[src/rtl/booth_pkg.sv]
package booth_pkg;
  // Term picked by one radix-4 chunk
  typedef enum logic [2:0] {
    SEL_ZERO = 3'd0,
    SEL_P1   = 3'd1,
    SEL_P2   = 3'd2,
    SEL_M1   = 3'd3,
    SEL_M2   = 3'd4
  } term_sel_e;

  typedef enum logic {
    ST_IDLE = 1'b0,
    ST_RUN  = 1'b1
  } mac_state_e;
endpackage

[src/rtl/booth_scan.sv]
module booth_scan
  import booth_pkg::*;
#(
  parameter int W = 32
) (
  input  logic [W-1:0] rem_i,
  input  logic         prev_i,
  output term_sel_e    sel_o,
  output logic         exit_o
);
  // Nothing left to add: pure sign extension of the previous bit
  assign exit_o = prev_i ? (&rem_i) : ~(|rem_i);

  always_comb begin
    unique case ({rem_i[1:0], prev_i})
      3'b001, 3'b010: sel_o = SEL_P1;
      3'b011:         sel_o = SEL_P2;
      3'b100:         sel_o = SEL_M2;
      3'b101, 3'b110: sel_o = SEL_M1;
      default:        sel_o = SEL_ZERO;
    endcase
  end
endmodule

[src/rtl/booth_addpath.sv]
module booth_addpath
  import booth_pkg::*;
#(
  parameter int W = 32
) (
  input  logic [W-1:0] sum_i,
  input  logic         carry_i,
  input  logic [W-1:0] mc_i,
  input  term_sel_e    sel_i,
  output logic [W-1:0] sum_o,
  output logic         carry_o
);
  logic [W-1:0] opnd;
  logic         neg;
  logic         act;
  logic         cout;
  logic [W-1:0] mc2;

  assign mc2 = {mc_i[W-2:0], 1'b0};

  // One shared adder; subtraction via inverted operand plus carry-in
  always_comb begin
    opnd = '0;
    neg  = 1'b0;
    act  = 1'b1;
    unique case (sel_i)
      SEL_P1:  opnd = mc_i;
      SEL_P2:  opnd = mc2;
      SEL_M1:  begin opnd = ~mc_i; neg = 1'b1; end
      SEL_M2:  begin opnd = ~mc2;  neg = 1'b1; end
      default: act = 1'b0;
    endcase
    {cout, sum_o} = {1'b0, sum_i} + {1'b0, opnd} + {{W{1'b0}}, neg};
    carry_o = act ? cout : carry_i;
  end
endmodule

[src/rtl/booth_ctrl.sv]
module booth_ctrl
  import booth_pkg::*;
#(
  parameter int NCHUNK = 16,
  localparam int CW = $clog2(NCHUNK + 1)
) (
  input  logic          clk,
  input  logic          rst,
  input  logic          start_i,
  input  logic          exit_i,
  output logic          load_o,
  output logic          step_o,
  output logic          fin_o,
  output logic          busy_o,
  output logic [CW-1:0] count_o
);
  mac_state_e    state_q;
  logic [CW-1:0] count_q;
  logic          at_cap;

  assign at_cap  = (count_q == CW'(NCHUNK));
  assign busy_o  = (state_q == ST_RUN);
  assign load_o  = (state_q == ST_IDLE) && start_i;
  assign fin_o   = busy_o && (exit_i || at_cap);
  assign step_o  = busy_o && !fin_o;
  assign count_o = count_q;

  always_ff @(posedge clk) begin
    if (rst) begin
      state_q <= ST_IDLE;
      count_q <= '0;
    end else if (load_o) begin
      state_q <= ST_RUN;
      count_q <= '0;
    end else if (fin_o) begin
      state_q <= ST_IDLE;
    end else if (step_o) begin
      count_q <= count_q + 1'b1;
    end
  end

  a_r3_count_cap: assert property (@(posedge clk) disable iff (rst)
    count_q <= CW'(NCHUNK))
    else $error("R3 chunk count above limit");

  a_r2_one_step: assert property (@(posedge clk) disable iff (rst)
    step_o |=> (count_q == $past(count_q) + 1'b1))
    else $error("R2 count did not advance by one chunk");
endmodule

[src/rtl/booth_mac.sv]
module booth_mac
  import booth_pkg::*;
#(
  parameter int W = 32,
  localparam int NCHUNK = W / 2,
  localparam int CW = $clog2(NCHUNK + 1)
) (
  input  logic          clk,
  input  logic          rst,
  input  logic          start_i,
  input  logic [W-1:0]  mcand_i,
  input  logic [W-1:0]  mplier_i,
  input  logic [W-1:0]  acc_i,
  input  logic          acc_en_i,
  output logic          busy_o,
  output logic          done_o,
  output logic [W-1:0]  result_o,
  output logic          carry_o,
  output logic [CW-1:0] cycles_o
);
  logic [W-1:0]  sum_q, mc_q, rem_q, sum_n;
  logic          prev_q, carry_q, carry_n;
  logic          load, step, fin, exit_hit;
  logic [CW-1:0] count;
  term_sel_e     sel;

  booth_scan #(.W(W)) u_scan (
    .rem_i (rem_q),
    .prev_i(prev_q),
    .sel_o (sel),
    .exit_o(exit_hit)
  );

  booth_addpath #(.W(W)) u_add (
    .sum_i  (sum_q),
    .carry_i(carry_q),
    .mc_i   (mc_q),
    .sel_i  (sel),
    .sum_o  (sum_n),
    .carry_o(carry_n)
  );

  booth_ctrl #(.NCHUNK(NCHUNK)) u_ctrl (
    .clk    (clk),
    .rst    (rst),
    .start_i(start_i),
    .exit_i (exit_hit),
    .load_o (load),
    .step_o (step),
    .fin_o  (fin),
    .busy_o (busy_o),
    .count_o(count)
  );

  always_ff @(posedge clk) begin
    if (rst) begin
      sum_q   <= '0;
      mc_q    <= '0;
      rem_q   <= '0;
      prev_q  <= 1'b0;
      carry_q <= 1'b0;
    end else if (load) begin
      sum_q   <= acc_en_i ? acc_i : '0;
      mc_q    <= mcand_i;
      rem_q   <= mplier_i;
      prev_q  <= 1'b0;
      carry_q <= 1'b0;
    end else if (step) begin
      sum_q   <= sum_n;
      carry_q <= carry_n;
      mc_q    <= {mc_q[W-3:0], 2'b00};
      rem_q   <= {{2{rem_q[W-1]}}, rem_q[W-1:2]};
      prev_q  <= rem_q[1];
    end
  end

  always_ff @(posedge clk) begin
    if (rst) begin
      done_o   <= 1'b0;
      result_o <= '0;
      carry_o  <= 1'b0;
      cycles_o <= '0;
    end else begin
      done_o <= fin;
      if (fin) begin
        result_o <= sum_q;
        carry_o  <= carry_q;
        cycles_o <= count;
      end
    end
  end

  a_r5_done_pulse: assert property (@(posedge clk) disable iff (rst)
    done_o |=> !done_o)
    else $error("R5 done held longer than one cycle");

  a_r5_excl: assert property (@(posedge clk) disable iff (rst)
    $onehot0({busy_o, done_o}))
    else $error("R5 busy and done together");

  a_r5_busy_after_start: assert property (@(posedge clk) disable iff (rst)
    (!busy_o && start_i) |=> busy_o)
    else $error("R5 start accepted but not busy");

  a_r6_ignore_start: assert property (@(posedge clk) disable iff (rst)
    (busy_o && !fin && start_i) |=> (rem_q == {{2{$past(rem_q[W-1])}}, $past(rem_q[W-1:2])}))
    else $error("R6 multiplier reloaded while busy");

  a_r4_carry_clear: assert property (@(posedge clk) disable iff (rst)
    load |=> !carry_q)
    else $error("R4 carry not cleared at start");

  a_r3_exit_ends: assert property (@(posedge clk) disable iff (rst)
    (busy_o && exit_hit) |=> (done_o && !busy_o))
    else $error("R3 exit state did not end the operation");
endmodule

[config.mk]
export PLATFORM = sky130hd
export DESIGN_NAME = booth_mac
export DESIGN_NICKNAME = d
export VERILOG_FILES = /design/src/rtl/booth_pkg.sv /design/src/rtl/booth_scan.sv /design/src/rtl/booth_addpath.sv /design/src/rtl/booth_ctrl.sv /design/src/rtl/booth_mac.sv
export SDC_FILE = /design/constraint.sdc
export NUM_CORES = 1
export LEC_CHECK = 0
export ABC_CLOCK_PERIOD_IN_PS = 5000
export BUFFER_PORTS_ARGS = -buffer_cell sky130_fd_sc_hd__buf_2
export CORE_ASPECT_RATIO = 0.75
export CORE_MARGIN = 2
export CORE_UTILIZATION = 50
export CTS_BUF_LIST = sky130_fd_sc_hd__clkbuf_8
export DETAILED_ROUTE_END_ITERATION = 7
export PLACE_DENSITY = 0.72
export SLEW_MARGIN = 20
export SYNTH_ARGS = -nofsm -noshare
export SYNTH_HDL_FRONTEND = slang
export SYNTH_HIERARCHICAL = 1
export SYNTH_SLANG_ARGS = --single-unit
[constraint.sdc]
create_clock -name clk -period 5 [get_ports clk]
set_clock_uncertainty 0.05 [all_clocks]
set_input_delay 0 -clock clk [delete_from_list [all_inputs] [get_ports clk]]
set_output_delay 0 -clock clk [all_outputs]
set_load 0.02 [all_outputs]
# Yosys cells after proc, flatten, opt, wreduce, memory -nomap -nowiden
# Cells that the tools add are included.
[classes]
n_eq_ne = 11
bitwise = 5
mux = 14
n_reduce_logical = 16
n_addsub = 3
[ops]
columns = ["cell", "count"]
rows = [
  ["$mux 32", 6],
  ["$pmux 32 s4", 1],
  ["$not 32->32", 2],
  ["$add 32x32->33", 1],
  ["$add 33x1->33", 1],
  ["$reduce_and 32->1", 1],
  ["$reduce_or 32->1", 1],
  ["$mux 31", 1],
  ["$eq 3x2->1 const B", 4],
  ["$eq 3x3->1 const B", 4],
  ["$pmux 3 s4", 1],
  ["$reduce_or 2->1", 4],
  ["$eq 3x1->1 const B", 2],
  ["$add 5x1->5 const B", 1],
  ["$eq 5x5->1 const B", 1],
  ["$mux 1", 5],
  ["$reduce_and 2->1", 2],
  ["$reduce_bool 2->1", 2],
  ["$reduce_or 4->1", 1],
  ["$logic_and 1x1->1", 3],
  ["$not 1->1", 3],
  ["$logic_not 1->1", 1],
  ["$logic_or 1x1->1", 1],
]
[word_totals]
word_cells = 61
regBits = 143

# Longest topological paths before layout
# Gate-level depths: netlist (run 1).
[logic_depth]
word_depth = 9
ltp_mapped = 21
ltp_nobuf = 19

# Hierarchy
# Netlist (run 1), hierarchy kept.
[by_module_without_submodules]
columns = ["mod", "area_per_inst_um2", "n_inst", "cells_each", "seq_area_each_um2"]
rows = [
  ["booth_mac", 5904.4, 1, 561, 2742.6],
  ["booth_addpath", 2563.7, 1, 369, 0.0],
  ["booth_ctrl", 346.6, 1, 39, 120.1],
  ["booth_scan", 171.4, 1, 29, 0.0],
]

# Worst setup path before layout (run 1)
# OpenSTA, ideal clock, no wires.
[synth_path]
path_kind = "reg2reg"
start = "register prev_q"
end = "register sum_q[12]"
arrival_ns = 4.277
slack_ns = 0.587
path_stages_with_launch = 21
setup_time_ns = 0.086
t_required_ns = 4.864
cell_sequence = "dfxtp_1 -> xor2_1 -> nand2_1 -> o21ai_0 -> clkbuf_1 -> buf_1 -> xnor2_1 -> o21ai_0 -> fa_1 -> inv_1 -> fa_1 -> nor2b_4 -> o2111a_1 -> or3_4 -> a21bo_1 -> a311o_2 -> a21o_1 -> a21oi_2 -> xnor2_1 -> mux2i_1 -> a211oi_1"
[synth_via]
elab_chain_cells = 9
[synth_lines]
columns = ["item", "line", "rtl"]
rows = [
  ["start: declaration", "booth_mac.sv:22", "logic prev_q, carry_q, carry_n;"],
  ["start signal: assignment", "booth_mac.sv:73", "prev_q <= rem_q[1];"],
  ["$eq 3x3->1, or another cell as far along", "booth_scan.sv:15", "unique case ({rem_i[1:0], prev_i})"],
  ["$reduce_or 2->1", "booth_scan.sv:15", ""],
  ["$pmux 3 s4 *", "booth_scan.sv:15", ""],
  ["named net sel[0]", "booth_mac.sv:25", "term_sel_e sel;"],
  ["$eq 3x3->1, or another cell as far along", "booth_addpath.sv:26", "unique case (sel_i)"],
  ["$pmux 32 s4 or $reduce_or 2->1 (tied branches)", "-", ""],
  ["$add 32x32->33 or $mux 1 (tied branches)", "booth_addpath.sv:33, booth_addpath.sv:26", ""],
  ["$add 33x1->33 *", "booth_addpath.sv:33", "{cout, sum_o} = {1'b0, sum_i} + {1'b0, opnd} + {{W{1'b0}}, neg};"],
  ["named net sum_n[12]", "booth_mac.sv:21", "logic [W-1:0] sum_q, mc_q, rem_q, sum_n;"],
  ["$mux 32 *", "booth_mac.sv:68", "end else if (step) begin"],
  ["$mux 32 *", "booth_mac.sv:62", "end else if (load) begin"],
  ["end signal: assignment", "booth_mac.sv:63", "sum_q <= acc_en_i ? acc_i : '0;"],
  ["end signal: assignment", "booth_mac.sv:69", "sum_q <= sum_n;"],
  ["end: declaration", "booth_mac.sv:21", ""],
]
# Mark *: on every way through the listed nets, which the timed path passes. The rest lies on a longest branch. The select of a mux whose other input is x is not followed.
# A chain may end at the register's enable or synchronous reset.

# Worst setup path in the final report (run 1)
[layout_path]
start = "register rem_q[0]"
end = "register sum_q[30]"
[layout_via]
elab_chain_cells = 9
[layout_lines]
columns = ["item", "line", "rtl"]
rows = [
  ["start: declaration", "booth_mac.sv:21", ""],
  ["start signal: assignment", "booth_mac.sv:65", "rem_q <= mplier_i;"],
  ["start signal: assignment", "booth_mac.sv:72", "rem_q <= {{2{rem_q[W-1]}}, rem_q[W-1:2]};"],
  ["$eq 3x3->1, or another cell as far along", "booth_scan.sv:15", ""],
  ["$reduce_or 2->1", "booth_scan.sv:15", ""],
  ["$pmux 3 s4 *", "booth_scan.sv:15", ""],
  ["named net sel[0]", "booth_mac.sv:25", ""],
  ["$eq 3x3->1, or another cell as far along", "booth_addpath.sv:26", ""],
  ["$pmux 32 s4 or $reduce_or 2->1 (tied branches)", "-", ""],
  ["$add 32x32->33 or $mux 1 (tied branches)", "booth_addpath.sv:33, booth_addpath.sv:26", ""],
  ["$add 33x1->33 *", "booth_addpath.sv:33", ""],
  ["named net sum_n[30]", "booth_mac.sv:21", ""],
  ["$mux 32 *", "booth_mac.sv:68", ""],
  ["$mux 32 *", "booth_mac.sv:62", ""],
]
# Marks and branches as above.

==> results of run 1 <==
==> layer usage <==
metal / GRT usage / vias to the layer above
met2: 0.378 / 250
met3: 0.0543 / 22
met5: 0 / -
met4: 0.0522 / 0
li1: - / 4096
met1: 0.379 / 3894
==> logic make-up after synthesis <==
| family | after synthesis | synth area share |
|---|---|---|
| flops | 143 | 0.319 |
| fa+ha+maj | 35 | 0.0504 |
| compound gates | 296 | 0.232 |
| buf+inv | 97 | 0.0508 |
| simple gates | 229 | 0.137 |
| mux | 135 | 0.150 |
| xor+xnor | 63 | 0.0614 |
==> report_power, final <==
part           total [W]  internal (W)  switching (W)
combinational   0.000823      0.000380       0.000443
sequential       0.00132       0.00122       0.000102
clock           0.000878      0.000398       0.000480
total            0.00302       0.00200        0.00102
==> layout make-up <==
class,count,area share
antenna,1,0.000225
clock buffer,21,0.0260
clock inverter,11,0.00744
inverter,17,0.00609
multi-input combinational,758,0.513
sequential,143,0.258
tap,242,0.0273
timing repair buffer,253,0.162
==> registers in the layout, summed over array words and instances (netlist names) <==
register / flops
mc_q: 32
rem_q: 32
result_o: 32
sum_q: 32
cycles_o: 5
u_ctrl/count_o: 5
carry_o: 1
carry_q: 1
done_o: 1
prev_q: 1
u_ctrl/busy_o: 1
==> placed cells by master, fill, tap and decap left out, types with 3 or more instances in the layout <==
cell	n
dlygate4sd3_1	97
mux2i_1	135
nand4_1	13
nor2_1	64
or4_1	4
inv_1	14
nor3_1	10
buf_4	18
o41ai_1	3
a22oi_1	32
nand2b_1	5
a21o_1	15
clkbuf_8	21
a21boi_0	35
xnor2_1	17
o22ai_1	31
buf_2	138
clkinvlp_4	5
or3b_1	3
and2_1	3
a211oi_1	98
ha_1	33
nor4_1	8
clkinv_2	3
a21oi_1	32
dfxtp_1	143
nor2b_1	66
nand3_1	16
xor2_1	45
nand2_1	26
o21ai_0	21
a221oi_1	3
==> how the worst min path moves through the flow <==
stage / slack, ps / startpoint / to / depth (start not counted)
after floorplan: 20 / rst / u_ctrl/busy_o$_SDFFE_PP0P_ / 1
after global placement: 190 / mplier_i[31] / rem_q[31]$_SDFFE_PP0P_ / 3
after detailed placement: 200 / mplier_i[31] / rem_q[31]$_SDFFE_PP0P_ / 3
after CTS: 3 / rst / cycles_o[4]$_SDFFE_PP0P_ / 2
after global routing: 20 / rst / result_o[0]$_SDFFE_PP0P_ / 2
final: 20 / rst / cycles_o[4]$_SDFFE_PP0P_ / 2
==> repair_timing <==
item | 4_1_cts | 5_1_grt
hold buffers | 97 | 0
endpoints found under the hold margin | 102 | 0
endpoints found under the setup margin | 0 | 8
setup buffers | 0 | 2
==> stage by stage <==
| stage | utilization | hold slack, ps | total power (W) | std cells |
|---|---|---|---|---|
| after floorplan | - | 19.1 | 0.00190 | 998 |
| after CTS | 0.629 | 3.21 | 0.00302 | 1443 |
| after detailed placement | 0.553 | 202 | 0.00209 | 1314 |
| after global placement | 0.553 | 188 | 0.00208 | 1314 |
| after global routing | 0.630 | 22.0 | 0.00317 | 1445 |
| final | 0.630 | 19.9 | 0.00302 | 1446 |
==> impl_results.md, run 1 <==
* Synthesized area at roughly 9000 sq um
* Largest net degree at the start of global routing at 101
* Period minus WS final at 4490 ps
* Seq/Total Area, Yosys at 0.319
* Area contributors post-synth: dfxtp_1, mux2i_1, a211oi_1, ha_1, nor2b_1
* Total GRT Usage at 0.255
* Critical R2R Launch: rem_q[0]$_SDFFE_PP0P_
* Die area at 19,100 sq um
* Crit path buf inv count at 3
* Worst slew margin at 0.334
* Wire per inst at about 17 um
* Max Cap Viol at 0
* Die Y at 120 um
* Critical path fanouts, max at 34
* Pre-Repair DR Iteration Count at 5
* Final period utilization at 0.898
* Via count of the first global-routing pass at 7,677
* Commonest register cell after synthesis: dfxtp_1
* Largest area contributor in the netlist: dfxtp_1
* Multi-input gate area at 5690 sq um
* Worst Setup End Kind: flip-flop
* Setup violations, final at 0
* DR vias at 8,262
* Layout cells sized above 1 at 0.170
* Run status: complete, no violations
* Pre-CTS setup slack at 325 ps
* P&R area growth vs syn at 23.5%
* Count leader, synth: dfxtp_1
* R2R setup slack at 510 ps
* Cells after synthesis at 998
* Worst Setup EP: sum_q[30]$_SDFFE_PP0P_
* Post-synth top area share at 0.319
* Req. time, crit path at 5320 ps
* Slowest CP cell: o41ai_1
* Arr. time, crit path at around 4800 ps
* Crit path depth at 17
* Yosys warning total at 6
* Mean Syn Cell Area at approximately 9.0 sq um
* Final WS setup at 511 ps
* Fin Setup TNS at 0 ps
* First-pass GRT wire length at 39,700 um
* Worst path top cell family by delay: compound AO/OA/AOI/OAI gates
* CTS Sinks at 143
* Power Dens Cells at 272 nW/um^2
* TritonCTS clock tree: built
* Netlist cell types at 59
* Detailed placement HPWL at 16,200 um
* Worst setup path startpoint: rem_q[0]$_SDFFE_PP0P_
* Residual DRC count at 0
* Clk pin slew, worst setup/hold paths at roughly 90 ps
* Slowest stage delay, CP at 510 ps
* Core area at around 18,000 sq um
* Reg area at 2860 sq um
* Synth cell count leaders: dfxtp_1, mux2i_1, a211oi_1
* Asr flop ratio synth at 0
* Post-synthesis net count at 1,133
* Yosys reg bits at 143
* Fillers at 1,459
* FF-to-FF End: sum_q[30]$_SDFFE_PP0P_
* Ports at 140
* IO buf count at 139
* Worst setup path class: reg2reg
* WL final at 24,800 um
* CTS Buffer Depth at 2
* Die width at around 160 um
* Most used cell, CP: buf_4
* Row cnt at 42
* Worst min-delay path category: in2reg
* Cells on worst reg2reg path at 17
* Fmax at 223 MHz
* Number of enable flip-flop cells after synthesis at 0
* Starting DRT DRC Count at 802
* Clk Latency, worst-skew pair at 460 ps
* Highest routed layer: met4
* Dpl cell area at 9740 sq um
* Least-Margin Pin Slew at roughly 1000 ps
* Inserted Clock Buffers at 17
* Met2 WL post-DR at 10,600 um
* Initial Utilization at 0.510
* Critical path startpoint category: flip-flop
* Root buffer cell: clkbuf_8
* RSZ-0062 raised after global routing: no
* Peak VDD IR at 0.000181 V
* Max-slew violations at 0
* Final net count at ~1,300
* CTS H-tree lvls at 4
* Worst path cell trace: xor2_2 -> buf_4 -> nor2_2 -> buf_4 -> a22oi_1 -> o22ai_1 -> ha_1 -> nand2_1 -> o41ai_1 -> nor3_1 -> buf_4 -> nor3b_1 -> nor2_1 -> o41ai_2 -> xor2_1 -> mux2i_1 -> a211oi_1
* Met1 wire length at 12,600 um
* Antenna-violating nets left at 0
* Initial antenna violation count at 0
* GP Congestion at 0.948
* DR vias/cell at 5.71
* Final hold viol count at 0
* Global route overflow at 0
* Static leakage at 4.57 nW
* Finished Cell Area at roughly 11,000 sq um
* Post-CTS sizing at 0
* Met3 routed WL at 1320 um
Note: power is estimated with default switching activity, not from simulation.
==> run 2, diff against run 1 <==
Settings changed: CORE_UTILIZATION 50 to 59, PLACE_DENSITY 0.72 to 0.82.
==> impl_results.md, run 2 (same netlist as run 1, synthesis figures left out) <==
* Run status: complete, no violations
* Setup violations, final at 0 (unchanged)
* Inserted Clock Buffers at 17 (unchanged)
* Highest-count cells in the layout ignoring fill and taps: dfxtp_1, buf_2, mux2i_1
* Cells on worst reg2reg path at 18 (+1)
* Comb pwr share at 0.272 (about the same)
* WHS Path Cells at 3 (+1)
* Peak VDD IR at 0.000181 V (+0.21%)
* Fillers at 1,061 (-27%)
* Layout cells sized above 1 at 0.172 (+0.00232)
* Finished Cell Area at 11,100 sq um (+0.28%)
* Cell-internal power at 0.00203 W (+1.5%)
* Die area at 16,200 sq um (-15%)
* Final period utilization at 0.947 (+0.0489)
* Arr. time, crit path at 5050 ps (+240 ps)
* Clk Latency, worst-skew pair at 460 ps (about the same)
* CTS Sinks at 143 (unchanged)
* RSZ-0062 raised after global routing: no
* Residual DRC count at 0 (unchanged)
* Critical R2R Launch: rem_q[0]$_SDFFE_PP0P_
* Req. time, crit path at 5320 ps (about the same)
* DR vias/cell at 6.09 (+6.7%)
* IO buf count at 139 (unchanged)
* Total GRT Usage at 0.313 (+0.0578)
* Antenna-violating nets left at 0 (unchanged)
* Final net count at 1,332 (+0.53%)
* Multi-input gate area at 5690 sq um (unchanged)
* Die width at 147 um (-7.7%)
* Most common cell after layout, fill and taps aside: dfxtp_1
* Initial Utilization at 0.596 (+0.0855)
* Final WS setup at 267 ps (-244 ps)
* Core area at 15,100 sq um (-14%)
* Wire per inst at 18.3 um (+6.9%)
* Pre-Repair DR Iteration Count at 5 (unchanged)
* Worst Setup End Kind: flip-flop
* FF-to-FF End: sum_q[24]$_SDFFE_PP0P_
* Dpl cell area at 9680 sq um (-0.55%)
* DR vias at 8,623 (+4.4%)
* R2R setup slack at 270 ps (-240 ps)
* Worst setup path class: reg2reg
* Hold EP: sum_q[19]$_SDFFE_PP0P_
* Max Cap Viol at 0 (unchanged)
* Max-slew violations at 0 (unchanged)
* Ports at 140 (unchanged)
* Net Sw Frac at 0.349 (+0.00920)
* Clock network fraction of design power at 0.304 (+0.013)
* Global route overflow at 0 (unchanged)
* CTS H-tree lvls at 4 (unchanged)
* Largest net degree at the start of global routing at 101 (unchanged)
* Via count of the first global-routing pass at 8,398 (+9.4%)
* Reg area at 2860 sq um (unchanged)
* Static leakage at 4.62 nW (+1.2%)
* Worst min-delay path category: in2reg
* Detailed placement HPWL at 15,800 um (-2.0%)
* P&R area growth vs syn at 23.9%
* Period minus WS final at 4730 ps (+244 ps)
* CTS Buffer Depth at 2 (unchanged)
* Initial antenna violation count at 0 (unchanged)
* Hold Slack at 126 ps (+106 ps)
* Antenna diode count at 0 (-1)
* Fin Setup TNS at 0 ps (unchanged)
* Pre-CTS setup slack at 364 ps (+38.9 ps)
* TritonCTS clock tree: built
* Critical path startpoint category: flip-flop
* Row cnt at 39 (-7.1%)
* Hold Path Origin: acc_en_i
* GP Congestion at 0.993 (+4.8%)
* Die Y at 111 um (-7.7%)
* WL final at 25,900 um (+4.6%)
* Root buffer cell: clkbuf_8
* Starting DRT DRC Count at 750 (-6.5%)
* Sw power at 0.00108 W (+5.7%)
* First-pass GRT wire length at 41,800 um (+5.1%)
* Critical path fanouts, max at 17 (-50%)
* Final hold viol count at 0 (unchanged)
* Fmax at 211 MHz (-5.2%)
* Share of total power in sequential cells at 0.425 (-0.012)
* Least-Margin Pin Slew at 983 ps (-16.0 ps)
* Power Dens Cells at 279 nW/um^2 (+2.7%)
* Worst slew margin at 0.344 (+0.00969)
* Clk pin slew, worst setup/hold paths at 90 ps (about the same)
[run 2: per-layer routing]
layer	up-vias	track usage	wire length [um]
met5	-	0	0
met1	4070	0.420	11800
li1	4109	-	-
met4	0	0.111	635
met2	381	0.500	11700
met3	63	0.0663	1740
[run 2: worst max-delay path, cell delays in order (launching register included)]
cell and delay [ps]:
dfxtp_1 480, nand2_1 200, o21ai_4 360, inv_1 110, nor2_2 110, buf_4 230, a22oi_1 130, o22ai_1 210
ha_1 320, nor2b_4 150, o2111a_1 250, o311a_2 390, nor3_1 520, nor3b_1 120, nor2_1 340, o21ai_0 160
xor2_1 170, mux2i_1 100, a211oi_1 240
[run 2: cell type report]
cell class,instances,area share
flip-flops and latches,143,0.257
well taps,205,0.0230
inverters,17,0.00596
clock inverters,14,0.0130
multi-input cells,758,0.512
clock buffers,18,0.0223
repair buffers,260,0.167
[run 2: how the worst max path moves through the flow]
stage	start	to	slack, ps
finish	rem_q[0]$_SDFFE_PP0P_	sum_q[24]$_SDFFE_PP0P_	270
global route	rem_q[0]$_SDFFE_PP0P_	sum_q[30]$_SDFFE_PP0P_	20
CTS	rem_q[0]$_SDFFE_PP0P_	sum_q[24]$_SDFFE_PP0P_	350
detailed placement	rem_q[0]$_SDFFE_PP0P_	sum_q[24]$_SDFFE_PP0P_	360
global placement	rem_q[0]$_SDFFE_PP0P_	sum_q[24]$_SDFFE_PP0P_	590
floorplan	prev_q$_SDFFE_PP0P_	sum_q[12]$_SDFFE_PP0P_	590
[run 2: power groups by stage]
stage          Clock [W]  Combinational, W  Sequential (W)
2_1_floorplan          0          0.000591         0.00130
3_3_place_gp           0          0.000734         0.00134
3_5_place_dp           0          0.000746         0.00134
4_1_cts         0.000956          0.000813         0.00131
5_1_grt          0.00100          0.000919         0.00133
6_report        0.000944          0.000845         0.00132
[run 2: through the flow]
step | total power, W | std cells | util
floorplan | 0.00190 | 998 | -
global placement | 0.00207 | 1276 | 0.642
detailed placement | 0.00209 | 1276 | 0.642
CTS | 0.00308 | 1408 | 0.735
global route | 0.00325 | 1415 | 0.738
finish | 0.00311 | 1415 | 0.738
[run 2: timing repair]
item / in CTS / in global routing
resized for setup: 0 / 0
hold buffers: 100 / 0
endpoints found under the hold margin: 114 / 0
buffers inserted: 0 / 7
endpoints found under the setup margin: 0 / 4
==> run 3, diff against run 2 <==
--- a/config.mk
+++ b/config.mk
@@ -7,10 +7,12 @@
 export LEC_CHECK = 0
-export ABC_CLOCK_PERIOD_IN_PS = 5000
+export ABC_CLOCK_PERIOD_IN_PS = 4800
 export BUFFER_PORTS_ARGS = -buffer_cell sky130_fd_sc_hd__buf_2
+export CELL_PAD_IN_SITES_DETAIL_PLACEMENT = 1
+export CELL_PAD_IN_SITES_GLOBAL_PLACEMENT = 1
 export CORE_ASPECT_RATIO = 0.75
 export CORE_MARGIN = 2
-export CORE_UTILIZATION = 59
+export CORE_UTILIZATION = 45
 export CTS_BUF_LIST = sky130_fd_sc_hd__clkbuf_8
 export DETAILED_ROUTE_END_ITERATION = 7
-export PLACE_DENSITY = 0.82
+export PLACE_DENSITY_LB_ADDON = 0.1
 export SLEW_MARGIN = 20
==> constraint.sdc (replaced) <==
create_clock -name clk -period 4.8 [get_ports clk]
set_clock_uncertainty 0.05 [all_clocks]
set_input_delay 0.48 -clock clk [delete_from_list [all_inputs] [get_ports clk]]
set_output_delay 0.48 -clock clk [all_outputs]
set_load 0.02 [all_outputs]
==> impl_results.md, run 3 (same netlist as run 1, synthesis figures left out) <==
* Highest-count cells in the layout ignoring fill and taps: dfxtp_1, buf_2, mux2i_1
* Final net count at 1,231 (-7.6%)
* Static leakage at 4.22 nW (-8.6%)
* Net Sw Frac at 0.335 (-0.0140)
* Req. time, crit path at 5120 ps (-200 ps)
* # hold bufs at CTS at 0 (-100%)
* Die Y at 126 um (+14%)
* Fillers at 2,328 (+120%)
* IO buf count at 139 (unchanged)
* FF-to-FF End: carry_q$_SDFFE_PP0P_
* Worst slew margin at 0.297 (-0.0473)
* Wire per inst at 19.3 um (+5.4%)
* Clock network fraction of design power at 0.321 (+0.017)
* DR vias/cell at 5.86 (-3.9%)
* Row cnt at 44 (+13%)
* First-pass GRT wire length at 43,000 um (+2.9%)
* Detailed placement HPWL at 18,600 um (+17%)
* Via count of the first global-routing pass at 8,057 (-4.1%)
* Critical path startpoint category: flip-flop
* Die area at 21,100 sq um (+30%)
* Share of total power in sequential cells at 0.423 (-0.002)
* Slowest CP cell: dfxtp_1
* Starting DRT DRC Count at 484 (-35%)
* CTS Sinks at 143 (unchanged)
* Worst Setup EP: carry_q$_SDFFE_PP0P_
* Worst setup path startpoint: rem_q[0]$_SDFFE_PP0P_
* Run status: finished, violations left
* Clk Latency, worst-skew pair at 450 ps (about the same)
* TritonCTS clock tree: built
* Antenna-violating nets left at 0 (unchanged)
* Arr. time, crit path at 4770 ps (-280 ps)
* CTS Buffer Depth at 2 (unchanged)
* GP Congestion at 0.892 (-10%)
* Root buffer cell: clkbuf_8
* Inserted Clock Buffers at 17 (unchanged)
* P&R area growth vs syn at 13.9%
* Peak VDD IR at 0.000150 V (-17%)
* Worst min-delay path category: in2reg
* Global route overflow at 0 (unchanged)
* Fin Setup TNS at 0 ps (unchanged)
* Initial antenna violation count at 0 (unchanged)
* Critical path fanouts, max at 15 (-2)
* Dpl cell area at 9770 sq um (+0.85%)
* Ports at 140 (unchanged)
* Max-slew violations at 0 (unchanged)
* Most common cell after layout, fill and taps aside: dfxtp_1
* Critical R2R Launch: rem_q[0]$_SDFFE_PP0P_
* Worst Setup End Kind: flip-flop
* Fmax at 225 MHz (+6.4%)
* Largest net degree at the start of global routing at 101 (unchanged)
* Period minus WS final at 4450 ps (-286 ps)
* Setup violations, final at 0 (unchanged)
* R2R setup slack at 350 ps (+90 ps)
* Clk pin slew, worst setup/hold paths at 80 ps (about the same)
* Failing checks: DRC
* Layout cells sized above 1 at 0.190 (+0.0176)
* Core area at 19,500 sq um (+29%)
* Cell-internal power at 0.00216 W (+6.7%)
* Slowest stage delay, CP at 470 ps (-50 ps)
* Initial Utilization at 0.461 (-0.135)
* Power Dens Cells at 317 nW/um^2 (+14%)
* Die width at 167 um (+14%)
* Worst setup path class: reg2reg
* Sw power at 0.00109 W (+0.26%)
* Pre-Repair DR Iteration Count at 7 (+2)
* Max Cap Viol at 0 (unchanged)
* WHS Path Cells at 3 (unchanged)
* Finished Cell Area at 10,200 sq um (-8.0%)
* Least-Margin Pin Slew at 1050 ps (+72.4 ps)
* RSZ-0062 raised after global routing: no
* WL final at 26,300 um (+1.4%)
* Final period utilization at 0.926 (-0.0202)
* Residual DRC count at 9 (+9)
* Comb pwr share at 0.256 (-0.016)
* Cells on worst reg2reg path at 17 (-1)
* CTS H-tree lvls at 4 (unchanged)
* Antenna diode count at 0 (unchanged)
* Total GRT Usage at 0.250 (-0.0628)
* DR vias at 7,970 (-7.6%)
* Power Total at 0.00325 W (+4.5%)
* Final hold viol count at 0 (unchanged)
* Worst path cell trace: xor2_2 -> nand2_1 -> o21ai_4 -> buf_4 -> buf_4 -> xor2_1 -> a22oi_1 -> o22ai_1 -> ha_1 -> nand2_1 -> o41ai_2 -> nor2_1 -> a22oi_1 -> a32oi_1 -> a221oi_1 -> mux2i_1 -> nor3_1
run 3: cell count changes in the layout (fill, tap and decap cells not counted), sizes merged:
| cell | change |
|---|---|
| clkbuf | +1 |
| dlygate4sd3 | -100 |
| inv | -5 |
| clkinv | +1 |
| buf | -1 |
| bufinv | +2 |
run 3: critical path, delay by kind of cell, from the launching register on:
kind,cells,cell delay [ps]
XOR/XNOR,2,290
flip-flops,1,470
buffers and inverters,2,430
AND/OR/NAND/NOR,4,600
adder cells (fa/ha/maj),1,420
multiplexers,1,140
AO/OA/AOI/OAI,7,1950
run 3: how the worst min path moves through the flow:
stage | start | slack, ps | end
floorplan | carry_q$_SDFFE_PP0P_ | 440 | carry_o$_SDFFE_PP0P_
global placement | result_o[23]$_SDFFE_PP0P_ | 420 | result_o[23]$_SDFFE_PP0P_
detailed placement | result_o[15]$_SDFFE_PP0P_ | 430 | result_o[15]$_SDFFE_PP0P_
CTS | mplier_i[31] | 190 | rem_q[31]$_SDFFE_PP0P_
global route | mcand_i[1] | 220 | mc_q[1]$_SDFFE_PP0P_
finish | mplier_i[31] | 230 | rem_q[31]$_SDFFE_PP0P_
run 3: repair_timing:
| item | CTS | global route |
|---|---|---|
| endpoints found under the hold margin | 0 | 0 |
| gates resized for setup | 0 | 5 |
| endpoints found under the setup margin | 1 | 4 |
| setup buffers | 3 | 0 |
| pin swaps | 1 | 0 |
run 3: final cells by class:
type / instances / area [sq um] / area share
Timing Repair Buffer: 159 / 848 / 0.0829
Multi-Input combinational cell: 758 / 5720 / 0.559
Tap cell: 253 / 317 / 0.0309
Clock buffer: 19 / 262 / 0.0256
Sequential cell: 143 / 2860 / 0.280
Inverter: 17 / 66.3 / 0.00648
Clock inverter: 12 / 158 / 0.0154
run 3: per-layer routing:
layer  global-route usage  share of wire  up-vias
met1                0.373           0.52     3869
met4               0.0532         0.0081        0
li1                     -              -     3897
met2                0.383           0.43      183
met5                    0              0        -
met3               0.0362          0.040       21
run 3: power by group through the flow:
stage               clock [W]  combinational (W)  sequential (W)
floorplan                   0           0.000615         0.00136
global placement            0           0.000795         0.00140
detailed placement          0           0.000811         0.00140
CTS                   0.00107           0.000822         0.00137
global route          0.00112           0.000917         0.00139
finish                0.00104           0.000831         0.00137
run 3: per-stage QoR:
step / utilization / hold slack [ps] / setup WS, ps / cells
after global placement: 0.501 / 416 / 307 / 1327
after global routing: 0.525 / 218 / 27.4 / 1361
after CTS: 0.524 / 194 / 249 / 1361
after floorplan: - / 436 / 387 / 998
after detailed placement: 0.501 / 430 / 43.7 / 1327
final: 0.525 / 228 / 353 / 1361
